`config.mk`:
```
export PLATFORM = sky130hd
export DESIGN_NAME = fcmp_unit
export DESIGN_NICKNAME = d
export VERILOG_FILES = /design/src/rtl/fcmp_pkg.sv /design/src/rtl/fcmp_field.sv /design/src/rtl/fcmp_order.sv /design/src/rtl/fcmp_unit.sv
export SDC_FILE = /design/constraint.sdc
export NUM_CORES = 1
export LEC_CHECK = 0
export BUFFER_PORTS_ARGS = -buffer_cell sky130_fd_sc_hd__buf_2
export CAP_MARGIN = 0
export CORE_MARGIN = 5
export CORE_UTILIZATION = 35
export CTS_CLUSTER_SIZE = 24
export DETAILED_ROUTE_END_ITERATION = 16
export PLACE_DENSITY = 0.66
export SYNTH_ARGS = -nofsm -noshare
export SYNTH_HDL_FRONTEND = slang
export SYNTH_SLANG_ARGS = --single-unit
```
`constraint.sdc`:
```
create_clock -name clk_i -period 2.2 [get_ports clk_i]
set_clock_uncertainty 0.2 [all_clocks]
set_input_delay 0.22 -clock clk_i [delete_from_list [all_inputs] [get_ports clk_i]]
set_output_delay 0.22 -clock clk_i [all_outputs]
set_load 0.01 [all_outputs]
```
`src/rtl/fcmp_pkg.sv`:
```
package fcmp_pkg;
  typedef enum logic [2:0] {
    PRED_NEVER = 3'd0,
    PRED_UNORD = 3'd1,
    PRED_EQ    = 3'd2,
    PRED_UEQ   = 3'd3,
    PRED_LT    = 3'd4,
    PRED_ULT   = 3'd5,
    PRED_LE    = 3'd6,
    PRED_ULE   = 3'd7
  } pred_e;

  typedef struct packed {
    logic nan;
    logic sign;
  } op_class_t;
endpackage

```
`src/rtl/fcmp_field.sv`:
```
module fcmp_field #(
  parameter int EXP_W  = 8,
  parameter int FRAC_W = 23,
  parameter int MAG_W  = 63
) (
  input  logic [EXP_W+FRAC_W:0] word_i,
  output fcmp_pkg::op_class_t   cls_o,
  output logic [MAG_W-1:0]      mag_o
);
  localparam int LMAG = EXP_W + FRAC_W;

  logic [EXP_W-1:0]  exp_f;
  logic [FRAC_W-1:0] frac_f;

  assign exp_f      = word_i[LMAG-1:FRAC_W];
  assign frac_f     = word_i[FRAC_W-1:0];
  assign cls_o.nan  = (&exp_f) && (|frac_f);
  assign cls_o.sign = word_i[LMAG];

  generate
    if (MAG_W > LMAG) begin : g_pad
      assign mag_o = {{(MAG_W-LMAG){1'b0}}, word_i[LMAG-1:0]};
    end else begin : g_nopad
      assign mag_o = word_i[MAG_W-1:0];
    end
  endgenerate
endmodule

```
`src/rtl/fcmp_order.sv`:
```
module fcmp_order #(
  parameter int MAG_W = 63
) (
  input  logic             sign_a_i,
  input  logic [MAG_W-1:0] mag_a_i,
  input  logic             sign_b_i,
  input  logic [MAG_W-1:0] mag_b_i,
  output logic             eq_o,
  output logic             lt_o
);
  logic both_zero, mag_lt, mag_gt;

  assign both_zero = (mag_a_i == '0) && (mag_b_i == '0);
  assign mag_lt    = mag_a_i < mag_b_i;
  assign mag_gt    = mag_a_i > mag_b_i;

  always_comb begin
    eq_o = both_zero || (sign_a_i == sign_b_i && mag_a_i == mag_b_i);
    if (both_zero)                lt_o = 1'b0;
    else if (sign_a_i != sign_b_i) lt_o = sign_a_i;
    else if (sign_a_i)            lt_o = mag_gt;  // both negative: reversed
    else                          lt_o = mag_lt;
  end
endmodule

```
`src/rtl/fcmp_unit.sv`:
```
module fcmp_unit #(
  parameter int EXP_S  = 8,
  parameter int FRAC_S = 23,
  parameter int EXP_D  = 11,
  parameter int FRAC_D = 52
) (
  input  logic                     clk_i,
  input  logic                     rst_ni,
  input  logic                     valid_i,
  input  logic                     fmt_dbl_i,
  input  logic [3:0]               cond_i,
  input  logic [EXP_D+FRAC_D:0]    op_a_i,
  input  logic [EXP_D+FRAC_D:0]    op_b_i,
  output logic                     result_o,
  output logic                     invalid_o,
  output logic                     done_o
);
  import fcmp_pkg::*;

  localparam int W_S   = 1 + EXP_S + FRAC_S;
  localparam int W_D   = 1 + EXP_D + FRAC_D;
  localparam int MAG_W = EXP_D + FRAC_D;

  op_class_t        cls_s [2];
  op_class_t        cls_d [2];
  op_class_t        cls   [2];
  logic [MAG_W-1:0] mag_s [2];
  logic [MAG_W-1:0] mag_d [2];
  logic [MAG_W-1:0] mag   [2];
  logic [W_D-1:0]   ops   [2];

  assign ops[0] = op_a_i;
  assign ops[1] = op_b_i;

  for (genvar i = 0; i < 2; i++) begin : g_op
    fcmp_field #(.EXP_W(EXP_S), .FRAC_W(FRAC_S), .MAG_W(MAG_W)) u_fs (
      .word_i(ops[i][W_S-1:0]), .cls_o(cls_s[i]), .mag_o(mag_s[i]));
    fcmp_field #(.EXP_W(EXP_D), .FRAC_W(FRAC_D), .MAG_W(MAG_W)) u_fd (
      .word_i(ops[i]), .cls_o(cls_d[i]), .mag_o(mag_d[i]));
    assign cls[i] = fmt_dbl_i ? cls_d[i] : cls_s[i];
    assign mag[i] = fmt_dbl_i ? mag_d[i] : mag_s[i];
  end

  logic ord_eq, ord_lt;
  fcmp_order #(.MAG_W(MAG_W)) u_ord (
    .sign_a_i(cls[0].sign), .mag_a_i(mag[0]),
    .sign_b_i(cls[1].sign), .mag_b_i(mag[1]),
    .eq_o(ord_eq), .lt_o(ord_lt));

  logic  unord, sig_trap, res_d;
  pred_e base;

  assign base     = pred_e'(cond_i[2:0]);
  assign unord    = cls[0].nan || cls[1].nan;
  assign sig_trap = cond_i[3] && unord;

  // code bit0: true when unordered; bit1: equal; bit2: less
  always_comb begin
    if (sig_trap)   res_d = 1'b0;
    else if (unord) res_d = base[0];
    else            res_d = (base[1] && ord_eq) || (base[2] && ord_lt);
  end

  always_ff @(posedge clk_i or negedge rst_ni) begin
    if (!rst_ni) begin
      result_o  <= 1'b0;
      invalid_o <= 1'b0;
      done_o    <= 1'b0;
    end else begin
      done_o <= valid_i;
      if (valid_i) begin
        result_o  <= res_d;
        invalid_o <= sig_trap;
      end
    end
  end

  p_done_pulse_r1: assert property (@(posedge clk_i) disable iff (!rst_ni)
    valid_i |=> done_o);
  p_done_idle_r1: assert property (@(posedge clk_i) disable iff (!rst_ni)
    !valid_i |=> !done_o);
  p_never_true_r2: assert property (@(posedge clk_i) disable iff (!rst_ni)
    (valid_i && cond_i[2:0] == 3'd0) |=> !result_o);
  p_order_excl_r6: assert property (@(posedge clk_i) disable iff (!rst_ni)
    !(ord_eq && ord_lt));
  p_trap_false_r9: assert property (@(posedge clk_i) disable iff (!rst_ni)
    invalid_o |-> !result_o);
  p_quiet_no_inv_r10: assert property (@(posedge clk_i) disable iff (!rst_ni)
    (valid_i && !cond_i[3]) |=> !invalid_o);
  p_hold_r13: assert property (@(posedge clk_i) disable iff (!rst_ni)
    !valid_i |=> ($stable(result_o) && $stable(invalid_o)));
endmodule

```
==> impl_metrics.json <==
{
  "path_clk_slew_ns": 0.03,
  "area_growth_pct": 74.2,
  "outcome": "finished, violations left",
  "cpMaxStageDelayCell": "ha_1",
  "clockBufferDepth": 2,
  "place_ws_ns": -0.586,
  "finalCritPeriodShare_pct": 110,
  "crit_chain": "buf_12, buf_16, and2_1, ha_1, nand4_1, nor3_4, nand3_4, o31ai_4, a211oi_2, and2_4, o221ai_2, a21oi_2",
  "die_y_um": 93.3,
  "violations": "negative setup slack",
  "hold_class": "in2reg",
  "grt_pass1_vias": 3453,
  "drc_errors": 0,
  "ys_ff_latch": 3,
  "dr_total_vias": 3418,
  "grt_pass1_wl_um": 15100,
  "ys_seq_area_share_pct": 3.09,
  "grt_max_degree": 12,
  "fin_ws_ns": -0.215,
  "start_util_pct": 35.9,
  "slew_violations": 0,
  "cts_made_buffers": 3,
  "fin_nets": 767,
  "syn_area_um2": 2430,
  "rsz0062_at_grt": "yes",
  "fmax_mhz": 414,
  "crit_start": "fmt_dbl_i",
  "power_leakage_nw": 2.17,
  "cp-end-kind": "flip-flop",
  "die-area_um2": 8700,
  "critPathMaxStageDelay_ns": 0.31,
  "crit_type": "in2reg",
  "dp_hpwl_um": 8010,
  "rrSetupSlack_ns": 1.28,
  "synth_cell_types": 43,
  "drt-total-wl_um": 9410,
  "period_needed_ns": 2.41,
  "antenna_cells": 0,
  "avgSynthCellArea_um2": 6.94,
  "drive_above_1_share_pct": 47.8,
  "path_max_fanout": 11,
  "reg2reg_depth": 2,
  "core_um2": 6760,
  "tightest_slew_ns": 0.560,
  "cts_tree": "yes",
  "ios": 139,
  "crit_required_ns": 2.09,
  "fp-row-count": 30,
  "grt.total_usage_pct": 20.7,
  "r2r-start": "result_o",
  "crit_path_start_kind": "input port",
  "drtIter0Drc": 81,
  "postRouteAntennaNets": 0,
  "hold_viol_final": 0,
  "place_inst": 630,
  "clock-sinks": 3,
  "layoutNonFillerInstCount": 647,
  "peakVddDrop_mv": 0.109,
  "post-route-util_pct": 62.6,
  "setup-tns-final_ns": -0.215,
  "fp.dieW_um": 93.3,
  "powerDensity_nw_per_um2": 232,
  "clk-insertion-delay-late_ns": 0.21,
  "slew_headroom_pct": 61.7,
  "gp_congestion": 0.915,
  "firstDrtPassIters": 4,
  "worstPathArrival_ns": 2.31,
  "vias_per_cell": 5.28,
  "setup_viol": 1,
  "netlist_instances": 350,
  "synth_warnings": 0,
  "antenna_found_initial": 1,
  "wl_per_cell_um": 14.5,
  "syn-num-nets": 549,
  "r2r-end": "result_o",
  "cp-endpoint": "result_o",
  "port-buffer-count": 138,
  "clockRootBuffer": "clkbuf_8",
  "power_w": 0.000980,
  "overflow": 0,
  "worstHoldStart": "cond_i[3]",
  "nFillCells": 610,
  "cts.htree.levels": 1,
  "cap_violations": 0
}
## cells in the mapped netlist (all sizes together)
cell type | count | area share (%)
or3 | 1 | 0.26
clkbuf | 8 | 1.7
o22ai | 2 | 0.52
a211oi | 4 | 1.2
o31ai | 2 | 0.62
a21o | 2 | 0.62
and4 | 2 | 0.72
dfrtp | 3 | 3.1
o221ai | 1 | 0.36
and2 | 33 | 8.6
a221oi | 5 | 1.8
or4 | 3 | 1.2
nand3 | 10 | 2.1
a21boi | 1 | 0.31
a21oi | 26 | 5.7
xnor2 | 1 | 0.36
and2b | 2 | 0.77
mux2i | 1 | 0.41
inv | 36 | 5.6
mux2 | 1 | 0.46
and4bb | 1 | 0.52
and3 | 1 | 0.26
o32ai | 1 | 0.36
nor2 | 6 | 0.93
nor3 | 11 | 2.5
ha | 63 | 32
a2111oi | 2 | 0.77
nand4 | 25 | 6.4
nand2 | 54 | 8.4
nor4 | 28 | 8.0
nand3b | 1 | 0.31
o21ai | 12 | 2.5
o211ai | 1 | 0.31
## metrics by stage
step / hold slack (ns) / area [um^2]
2_1_floorplan: -0.276 / 2530
3_3_place_gp: -0.177 / 3780
3_5_place_dp: -0.176 / 3780
4_1_cts: 0.0602 / 4120
5_1_grt: 0.0842 / 4230
6_report: 0.0640 / 4230
## routing by layer
metal,track usage [%],share of wire [%]
met4,5.49,1.9
met1,25.6,42
met2,37.8,50
met5,0,0.21
met3,2.17,6.5
## registers in the layout, summed over array words and instances, names as in the netlist
| signal | cells |
|---|---|
| done_o | 1 |
| invalid_o | 1 |
| result_o | 1 |
## power by group
part           leakage, nW  total [W]  switching [W]  internal [W]
Sequential          0.0374  0.0000602     0.00000124     0.0000589
Clock               0.0228   0.000160      0.0000360      0.000124
Combinational         2.11   0.000760       0.000349      0.000411
## how the worst min path moves through the flow
stage	slack, ns	depth (start not counted)	to
4_1_cts	0.06	3	invalid_o
3_3_place_gp	-0.18	1	done_o
3_5_place_dp	-0.18	1	done_o
6_report	0.06	3	invalid_o
5_1_grt	0.08	3	invalid_o
2_1_floorplan	-0.28	0	done_o
## cells by family (layout without fill, tap and decap cells)
logic type      Yosys count  in the layout  share of synthesized area (%)
simple gates            178            178                           40.9
fa+ha+maj                63             63                           32.5
compound gates           59             59                           15.1
buf+inv                  44            261                           7.27
flops                     3              3                           3.09
mux                       2              2                          0.876
xor+xnor                  1              1                          0.361
## final cells by class
type | count | area [um^2] | share of cell area [%]
clock buffer | 4 | 45.0 | 1.07
timing repair buffer | 221 | 1410 | 33.3
tap | 80 | 100 | 2.37
multi-input combinational | 303 | 2470 | 58.3
inverter | 36 | 135 | 3.20
sequential | 3 | 75.1 | 1.78
## placed cells by master (no fill, tap or decap), types with 3 or more instances in the layout
cell type	n
a21oi_1	20
nor2_1	6
nor3_1	8
nand3_1	9
ha_1	53
nor4_1	25
clkbuf_8	3
a21oi_2	5
and2_1	23
nand2_1	53
and2_4	10
a211oi_1	3
dfrtp_1	3
inv_1	36
buf_2	137
nand4_1	25
ha_4	10
o21ai_0	9
buf_12	3
buf_4	75
## worst max-delay path: cells and delay by family
family / cells / cell delay, ns
adder cells (fa/ha/maj): 1 / 0.31
AND/OR/NAND/NOR: 5 / 0.95
buffers and inverters: 2 / 0.27
AO/OA/AOI/OAI: 4 / 0.54
## what timing repair did
| action | 4_1_cts | 5_1_grt |
|---|---|---|
| setup buffers | 7 | 2 |
| endpoints found under the hold margin | 4 | 0 |
| gates cloned | 2 | 0 |
| pin swaps | 26 | 13 |
| endpoints found under the setup margin | 1 | 1 |
| hold buffers | 2 | 0 |
| resized for setup | 31 | 16 |
Power figures use the tool's default switching activity.
